<file path="src/rtl/rpe_pkg.sv">
package rpe_pkg;

  typedef enum logic [1:0] {
    SEV_COR      = 2'd0,
    SEV_NONFATAL = 2'd1,
    SEV_FATAL    = 2'd2,
    SEV_RSVD     = 2'd3
  } sev_e;

  localparam int STS_W   = 7;
  localparam int CLS_W   = 3;
  localparam int B_COR   = 0;
  localparam int B_MCOR  = 1;
  localparam int B_UNC   = 2;
  localparam int B_MUNC  = 3;
  localparam int B_FIRST = 4;
  localparam int B_NF    = 5;
  localparam int B_FAT   = 6;

  // one-hot enable bit that a severity maps to
  function automatic logic [CLS_W-1:0] sev_enable(input sev_e s);
    case (s)
      SEV_COR:      return 3'b001;
      SEV_NONFATAL: return 3'b010;
      SEV_FATAL:    return 3'b100;
      default:      return 3'b000;
    endcase
  endfunction

  // pending classes in the command bit order
  function automatic logic [CLS_W-1:0] classes_seen(input logic [STS_W-1:0] s);
    return {s[B_FAT], s[B_NF], s[B_COR]};
  endfunction

  // status after folding one message into it
  function automatic logic [STS_W-1:0] fold_message(input logic [STS_W-1:0] s,
                                                    input sev_e sev);
    logic [STS_W-1:0] n;
    n = s;
    case (sev)
      SEV_COR: begin
        if (s[B_COR]) n[B_MCOR] = 1'b1;
        n[B_COR] = 1'b1;
      end
      SEV_NONFATAL, SEV_FATAL: begin
        if (sev == SEV_FATAL) begin
          if (!s[B_UNC]) n[B_FIRST] = 1'b1;
          n[B_FAT] = 1'b1;
        end else begin
          n[B_NF] = 1'b1;
        end
        if (s[B_UNC]) n[B_MUNC] = 1'b1;
        n[B_UNC] = 1'b1;
      end
      default: n = s;
    endcase
    return n;
  endfunction

endpackage

</file>
<file path="src/rtl/rpe_cmd_reg.sv">
module rpe_cmd_reg
  import rpe_pkg::*;
(
  input  logic             clk,
  input  logic             rst_n,
  input  logic             wr_en,
  input  logic [CLS_W-1:0] wr_data,
  output logic [CLS_W-1:0] cmd_q,
  output logic [CLS_W-1:0] cmd_eff
);

  assign cmd_eff = wr_en ? wr_data : cmd_q;

  always_ff @(posedge clk) begin
    if (!rst_n) cmd_q <= '0;
    else        cmd_q <= cmd_eff;
  end

  // the command register only moves on a write strobe
  a_r7_cmd_write_only: assert property (@(posedge clk) disable iff (!rst_n)
    !$stable(cmd_q) |-> $past(wr_en));

endmodule

</file>
<file path="src/rtl/rpe_status_reg.sv">
module rpe_status_reg
  import rpe_pkg::*;
#(
  parameter int SRC_W = 16
) (
  input  logic             clk,
  input  logic             rst_n,
  input  logic             msg_valid,
  input  logic [1:0]       msg_sev,
  input  logic [SRC_W-1:0] msg_src,
  input  logic             clr_en,
  input  logic [STS_W-1:0] clr_mask,
  output logic [STS_W-1:0] sts_q,
  output logic [STS_W-1:0] sts_base,
  output logic [SRC_W-1:0] cor_src,
  output logic [SRC_W-1:0] uncor_src
);

  sev_e             sev;
  logic             take_cor;
  logic             take_unc;
  logic             first_cor;
  logic             first_unc;
  logic [STS_W-1:0] sts_next;

  assign sev       = sev_e'(msg_sev);
  assign sts_base  = clr_en ? (sts_q & ~clr_mask) : sts_q;
  assign take_cor  = msg_valid && (sev == SEV_COR);
  assign take_unc  = msg_valid && ((sev == SEV_NONFATAL) || (sev == SEV_FATAL));
  assign first_cor = take_cor && !sts_base[B_COR];
  assign first_unc = take_unc && !sts_base[B_UNC];
  assign sts_next  = msg_valid ? fold_message(sts_base, sev) : sts_base;

  always_ff @(posedge clk) begin
    if (!rst_n) begin
      sts_q     <= '0;
      cor_src   <= '0;
      uncor_src <= '0;
    end else begin
      sts_q <= sts_next;
      if (first_cor) cor_src   <= msg_src;
      if (first_unc) uncor_src <= msg_src;
    end
  end

  // correctable capture only changes on a correctable message
  a_r2_cor_src_cause: assert property (@(posedge clk) disable iff (!rst_n)
    !$stable(cor_src) |-> $past(msg_valid && msg_sev == 2'd0));

  // multiple-correctable rises only over an already pending correctable
  a_r2_multi_cor_prior: assert property (@(posedge clk) disable iff (!rst_n)
    $rose(sts_q[B_MCOR]) |-> $past(sts_q[B_COR]));

  // uncorrectable capture only changes on an uncorrectable message
  a_r3_unc_src_cause: assert property (@(posedge clk) disable iff (!rst_n)
    !$stable(uncor_src) |-> $past(msg_valid && (msg_sev == 2'd1 || msg_sev == 2'd2)));

  // first-fatal flag only rises on a fatal message
  a_r4_first_fatal_cause: assert property (@(posedge clk) disable iff (!rst_n)
    $rose(sts_q[B_FIRST]) |-> $past(msg_valid && msg_sev == 2'd2));

  // the reserved severity leaves the status untouched
  a_r5_rsvd_ignored: assert property (@(posedge clk) disable iff (!rst_n)
    (msg_valid && msg_sev == 2'd3 && !clr_en) |=> $stable(sts_q));

endmodule

</file>
<file path="src/rtl/rpe_irq_gen.sv">
module rpe_irq_gen
  import rpe_pkg::*;
(
  input  logic             clk,
  input  logic             rst_n,
  input  logic             msg_mode,
  input  logic             msg_valid,
  input  logic [1:0]       msg_sev,
  input  logic             cmd_wr_en,
  input  logic [CLS_W-1:0] cmd_q,
  input  logic [CLS_W-1:0] cmd_eff,
  input  logic [STS_W-1:0] sts_q,
  input  logic [STS_W-1:0] sts_base,
  output logic             irq_level,
  output logic             irq_pulse
);

  logic msg_fire;
  logic wr_fire;
  logic was_on;
  logic now_on;

  // message path: class enabled and nothing enabled pending beforehand
  assign msg_fire = msg_mode && msg_valid &&
                    (|(sev_enable(sev_e'(msg_sev)) & cmd_eff)) &&
                    !(|(cmd_eff & classes_seen(sts_base)));

  // command path: enabled condition crosses from false to true
  assign was_on  = |(cmd_q & classes_seen(sts_q));
  assign now_on  = |(cmd_eff & classes_seen(sts_q));
  assign wr_fire = msg_mode && cmd_wr_en && !was_on && now_on;

  assign irq_level = !msg_mode && (|(cmd_q & classes_seen(sts_q)));

  always_ff @(posedge clk) begin
    if (!rst_n) irq_pulse <= 1'b0;
    else        irq_pulse <= msg_fire || wr_fire;
  end

  // a pulse always follows a message or a command write
  a_r8_pulse_has_cause: assert property (@(posedge clk) disable iff (!rst_n)
    irq_pulse |-> $past(msg_valid || cmd_wr_en));

  // no pulse comes out of level mode
  a_r10_pulse_only_msg_mode: assert property (@(posedge clk) disable iff (!rst_n)
    irq_pulse |-> $past(msg_mode));

  // a write-caused pulse needs a pending class behind a new enable
  a_r9_write_pulse_pending: assert property (@(posedge clk) disable iff (!rst_n)
    (irq_pulse && !$past(msg_valid)) |-> $past(|classes_seen(sts_q)));

endmodule

</file>
<file path="src/rtl/rpe_root_collector.sv">
module rpe_root_collector
  import rpe_pkg::*;
#(
  parameter int SRC_W = 16,
  parameter int VEC_W = 5
) (
  input  logic             clk,
  input  logic             rst_n,
  input  logic             msg_valid,
  input  logic [1:0]       msg_sev,
  input  logic [SRC_W-1:0] msg_src,
  input  logic             cmd_wr_en,
  input  logic [2:0]       cmd_wr_data,
  input  logic             sts_clr_en,
  input  logic [6:0]       sts_clr_mask,
  input  logic             vec_load_en,
  input  logic [VEC_W-1:0] vec_load_data,
  input  logic             msg_mode,
  output logic [2:0]       root_cmd,
  output logic [6:0]       root_sts,
  output logic [SRC_W-1:0] cor_src,
  output logic [SRC_W-1:0] uncor_src,
  output logic [VEC_W-1:0] irq_vec,
  output logic             irq_level,
  output logic             irq_pulse
);

  logic [CLS_W-1:0] cmd_eff;
  logic [STS_W-1:0] sts_base;
  logic [VEC_W-1:0] vec_q;

  rpe_cmd_reg u_cmd (
    .clk     (clk),
    .rst_n   (rst_n),
    .wr_en   (cmd_wr_en),
    .wr_data (cmd_wr_data),
    .cmd_q   (root_cmd),
    .cmd_eff (cmd_eff)
  );

  rpe_status_reg #(.SRC_W(SRC_W)) u_sts (
    .clk       (clk),
    .rst_n     (rst_n),
    .msg_valid (msg_valid),
    .msg_sev   (msg_sev),
    .msg_src   (msg_src),
    .clr_en    (sts_clr_en),
    .clr_mask  (sts_clr_mask),
    .sts_q     (root_sts),
    .sts_base  (sts_base),
    .cor_src   (cor_src),
    .uncor_src (uncor_src)
  );

  rpe_irq_gen u_irq (
    .clk       (clk),
    .rst_n     (rst_n),
    .msg_mode  (msg_mode),
    .msg_valid (msg_valid),
    .msg_sev   (msg_sev),
    .cmd_wr_en (cmd_wr_en),
    .cmd_q     (root_cmd),
    .cmd_eff   (cmd_eff),
    .sts_q     (root_sts),
    .sts_base  (sts_base),
    .irq_level (irq_level),
    .irq_pulse (irq_pulse)
  );

  always_ff @(posedge clk) begin
    if (!rst_n)           vec_q <= '0;
    else if (vec_load_en) vec_q <= vec_load_data;
  end

  assign irq_vec = vec_q;

  // vector number only changes through the side load
  a_r11_vec_side_load: assert property (@(posedge clk) disable iff (!rst_n)
    !$stable(vec_q) |-> $past(vec_load_en));

  // the level line is silent in message mode
  a_r10_level_quiet_msg: assert property (@(posedge clk) disable iff (!rst_n)
    msg_mode |-> !irq_level);

endmodule

</file>
<file path="config.mk">
export PLATFORM = sky130hd
export DESIGN_NAME = rpe_root_collector
export DESIGN_NICKNAME = d
export VERILOG_FILES = /design/src/rtl/rpe_pkg.sv /design/src/rtl/rpe_cmd_reg.sv /design/src/rtl/rpe_status_reg.sv /design/src/rtl/rpe_irq_gen.sv /design/src/rtl/rpe_root_collector.sv
export SDC_FILE = /design/constraint.sdc
export NUM_CORES = 1
export LEC_CHECK = 0
export BUFFER_PORTS_ARGS = -buffer_cell sky130_fd_sc_hd__buf_2
export CELL_PAD_IN_SITES_DETAIL_PLACEMENT = 0
export CELL_PAD_IN_SITES_GLOBAL_PLACEMENT = 1
export CORE_MARGIN = 3
export CORE_UTILIZATION = 33
export DETAILED_ROUTE_END_ITERATION = 8
export GPL_TIMING_DRIVEN = 0
export PLACE_DENSITY_LB_ADDON = 0.08
export SYNTH_ARGS = -nofsm -noshare
export SYNTH_HDL_FRONTEND = slang
export SYNTH_SLANG_ARGS = --single-unit
</file>
<file path="constraint.sdc">
create_clock -name clk -period 1.5 [get_ports clk]
set_input_delay 0.15 -clock clk [delete_from_list [all_inputs] [get_ports clk]]
set_output_delay 0.15 -clock clk [all_outputs]
set_load 0.05 [all_outputs]
</file>
==> run summary <==
• path category of the worst min-delay check: primary input to flop
• later-pin clock latency in the skew report: 300 ps
• via count: 1753
• width of the chip: 82.8 µm
• clock skew: 10.7 ps
• number of hold violations in the final report: 0
• Internal Power: 1.88 mW
• Starting Density: 34.7%
• Die Footprint: 0.00686 mm²
• IO Pins: 89
• final period demand of the worst path: 1490 ps
• Tot GR Track Use: 14.3%
• via count of the first global-routing pass: 1749
• element type at the critical path start: flop
• number of clock sinks: 48
• static power due to leakage: 1.19 nW
• highest net fanout along the worst path: 5
• final layout net count: 357
• Worst-Margin Slew: 413 ps
• dpl hpwl: 3790 µm
• final weighted congestion in routability-driven placement: 0.740
• max-slew violations: 0
• number of setup violations in the final report: 0
• Pwr per Cell Area: 1040 mW/mm²
• average wire length per cell after detail routing: 12.7 µm
• antenna violations before repair: 0
• pre-CTS setup slack: -339 ps
• Data required, critical path: 1350 ps
• share of power burned in combinational logic: 20.4%
• area added between synthesis and finish: 34.6%
• TritonCTS buffer count: 5
• First-pass DRT Iterations: 4
• proportion of total power due to net switching: 30.7%
• Antenna Nets Post-Route: 0
• power after layout: 2.72 mW
• number of cells on the worst reg-to-reg path: 4
• Port Buffer Count: 85
• number of distinct standard cells referenced by the synthesized netlist: 28
• Die Ht: 82.8 µm
• part of the cycle the worst path needs: 99.2%
• worst relative slew slack: 72.5%
• CP Class: flop to output pin
• wire length of the first global-routing pass: 8140 µm
• register area share after synthesis: 49.4%
• pin count of the biggest net entering global routing: 15
• arrival time of data at the critical path endpoint: 1340 ps
• CTS tree: yes
• number of nets in the synthesized netlist: 264
• layout cell share with drive strength beyond 1: 36.6%
• Routed WL: 4910 µm
• f_max: 672 MHz
• diode count: 0
• DR iter-0 viols: 61
• final setup slack of the worst path: 12.4 ps
• R2R setup slack: 60 ps
• cell total after placement: 377
• Post-Synthesis Cell Area: 0.00195 mm²
• maximum resistive drop on vdd: 0.535 mV
• gate count of the mapped netlist: 220
• cell at the root of the clock tree: sky130_fd_sc_hd__clkbuf_8
• Clock power frac: 29.3%
• number of max-cap violations: 0
• count of warnings emitted by yosys: 0
• syn avg cell area: 8.85 µm²
• RSZ-0062 raised after global routing: yes
• H-tree depth: 2
• Site Rows: 27
• sequential group share of total power: 50.3%
• count of hold buffers inserted by post-cts repair: 0
• core area: 0.00561 mm²
• Yosys reg bits: 48
• Crit. End Element: output pin
• buffers from clock root to sink, at most: 2
• Post-Layout Cell Count: 386
• clock input transition at the sequential cells of the worst setup and hold paths: 90 ps
• total global routing overflow: 0
• switching power of the nets: 0.834 mW
• number of instances on the worst hold path: 3
• vias per inst: 4.54
• detailed-route DRC error count: 0
• result of the run: completed
## cells in the final DEF, fill, tap and decap left out, types with 2 or more instances in the layout
cell and n:
sky130_fd_sc_hd__nor2_1 2, sky130_fd_sc_hd__a21boi_0 33, sky130_fd_sc_hd__a21oi_1 2, sky130_fd_sc_hd__a32oi_1 2, sky130_fd_sc_hd__buf_2 85, sky130_fd_sc_hd__ha_1 3, sky130_fd_sc_hd__nand3_1 3, sky130_fd_sc_hd__dfxtp_2 3
sky130_fd_sc_hd__clkbuf_8 6, sky130_fd_sc_hd__nor2b_1 9, sky130_fd_sc_hd__buf_4 2, sky130_fd_sc_hd__clkbuf_2 2, sky130_fd_sc_hd__o21ai_0 2, sky130_fd_sc_hd__and2_1 4, sky130_fd_sc_hd__nand2_1 74, sky130_fd_sc_hd__dfxtp_1 44
sky130_fd_sc_hd__a222oi_1 3, sky130_fd_sc_hd__clkbuf_1 6, sky130_fd_sc_hd__a21boi_1 2, sky130_fd_sc_hd__mux2_2 2, sky130_fd_sc_hd__buf_6 2, sky130_fd_sc_hd__mux2i_1 5, sky130_fd_sc_hd__nor2_2 2, sky130_fd_sc_hd__inv_1 2
## cells by family (layout without fill, tap and decap cells)
group,after synthesis,count (layout),share of synthesized area [%]
and+or+nand+nor,99,99,21.8
DFF,48,48,49.4
AOI/OAI and AO/OA,47,47,18.4
buffers and inverters,14,108,3.34
muxes,8,8,4.50
adders and majority gates,4,4,2.57
## metrics by stage
step                area (µm²)  utilization (%)  setup TNS (ps)  hold WS, ps
finish                    2620             46.7               0          102
global placement          2470             44.0           -3470          417
detailed placement        2470             44.0           -3780          421
floorplan                 1950                -               0          285
CTS                       2570             45.9               0         90.2
global route              2620             46.7           -84.8          100
## flip-flops by register name (all words and copies together) (netlist names)
register	cells
u_sts.cor_src	16
u_sts.uncor_src	16
u_sts.sts_q	7
irq_vec	5
u_cmd.cmd_q	3
u_irq.irq_pulse	1
## critical path: stages (launching register included)
cell,delay (ps)
sky130_fd_sc_hd__dfxtp_4,360
sky130_fd_sc_hd__a222oi_1,330
sky130_fd_sc_hd__buf_4,180
sky130_fd_sc_hd__nor2_2,30
sky130_fd_sc_hd__buf_6,140
## power by group through the flow
stage	clock network [mW]	logic, mW	registers [mW]
floorplan	0	0.168	1.61
global placement	0	0.546	1.40
detailed placement	0	0.544	1.40
CTS	0.830	0.549	1.37
global route	0.871	0.600	1.38
finish	0.795	0.556	1.37
## per-layer routing
metal,GRT usage [%],up-vias,part of all wire (%)
met4,3.57,0,0.88
met5,0,-,0
met3,5.06,6,8.5
met1,17.4,770,46
met2,23.9,63,45
li1,-,914,-
## Yosys cell counts
cell	instances	area share, %
sky130_fd_sc_hd__dfxtp_1	48	49
sky130_fd_sc_hd__nor2_1	5	0.96
sky130_fd_sc_hd__a222oi_1	3	1.5
sky130_fd_sc_hd__mux2_2	2	1.2
sky130_fd_sc_hd__inv_1	2	0.39
sky130_fd_sc_hd__nand2_1	74	14
sky130_fd_sc_hd__o21a_1	1	0.39
sky130_fd_sc_hd__a21oi_1	2	0.51
sky130_fd_sc_hd__and2_1	4	1.3
sky130_fd_sc_hd__a21boi_0	33	13
sky130_fd_sc_hd__nor2b_1	9	2.9
sky130_fd_sc_hd__buf_2	2	0.51
sky130_fd_sc_hd__buf_4	2	0.77
sky130_fd_sc_hd__clkbuf_1	5	0.96
sky130_fd_sc_hd__and2_2	1	0.39
sky130_fd_sc_hd__mux2_4	1	0.77
sky130_fd_sc_hd__a21boi_2	1	0.58
sky130_fd_sc_hd__o21ai_0	2	0.51
sky130_fd_sc_hd__nand3_1	4	1.0
sky130_fd_sc_hd__or2_2	1	0.32
sky130_fd_sc_hd__buf_1	1	0.19
sky130_fd_sc_hd__mux2i_1	5	2.6
sky130_fd_sc_hd__and4bb_1	1	0.64
sky130_fd_sc_hd__a21boi_1	2	0.77
sky130_fd_sc_hd__a21bo_2	1	0.51
sky130_fd_sc_hd__a32oi_1	2	0.90
sky130_fd_sc_hd__ha_1	4	2.6
sky130_fd_sc_hd__clkbuf_2	2	0.51
## area by class of cell
class                      instances  area [µm²]
buffer                            12        63.8
clock buffer                       7        86.3
clock inverter                     1        7.51
fill                             609        2990
inverter                           2        7.51
multi-input combinational        158         958
sequential                        48         968
tap                               72        90.1
timing repair buffer              86         439
## timing repair
action	4_1_cts	5_1_grt
gates resized for setup	1	11
endpoints found under the setup margin	11	20
buffers inserted	1	0
pin swaps	1	1
## worst paths after layout
check / start / to
max: u_sts.sts_q[0]$_SDFF_PN0_ / irq_level
min: msg_src[7] / u_sts.cor_src[7]$_SDFFE_PN0P_
max reg2reg: u_cmd.cmd_q[2]$_SDFF_PN0_ / u_irq.irq_pulse$_SDFF_PN0_
min reg2reg: u_sts.cor_src[1]$_SDFFE_PN0P_ / u_sts.cor_src[1]$_SDFFE_PN0P_
Note: power is estimated with default switching activity, not from simulation.
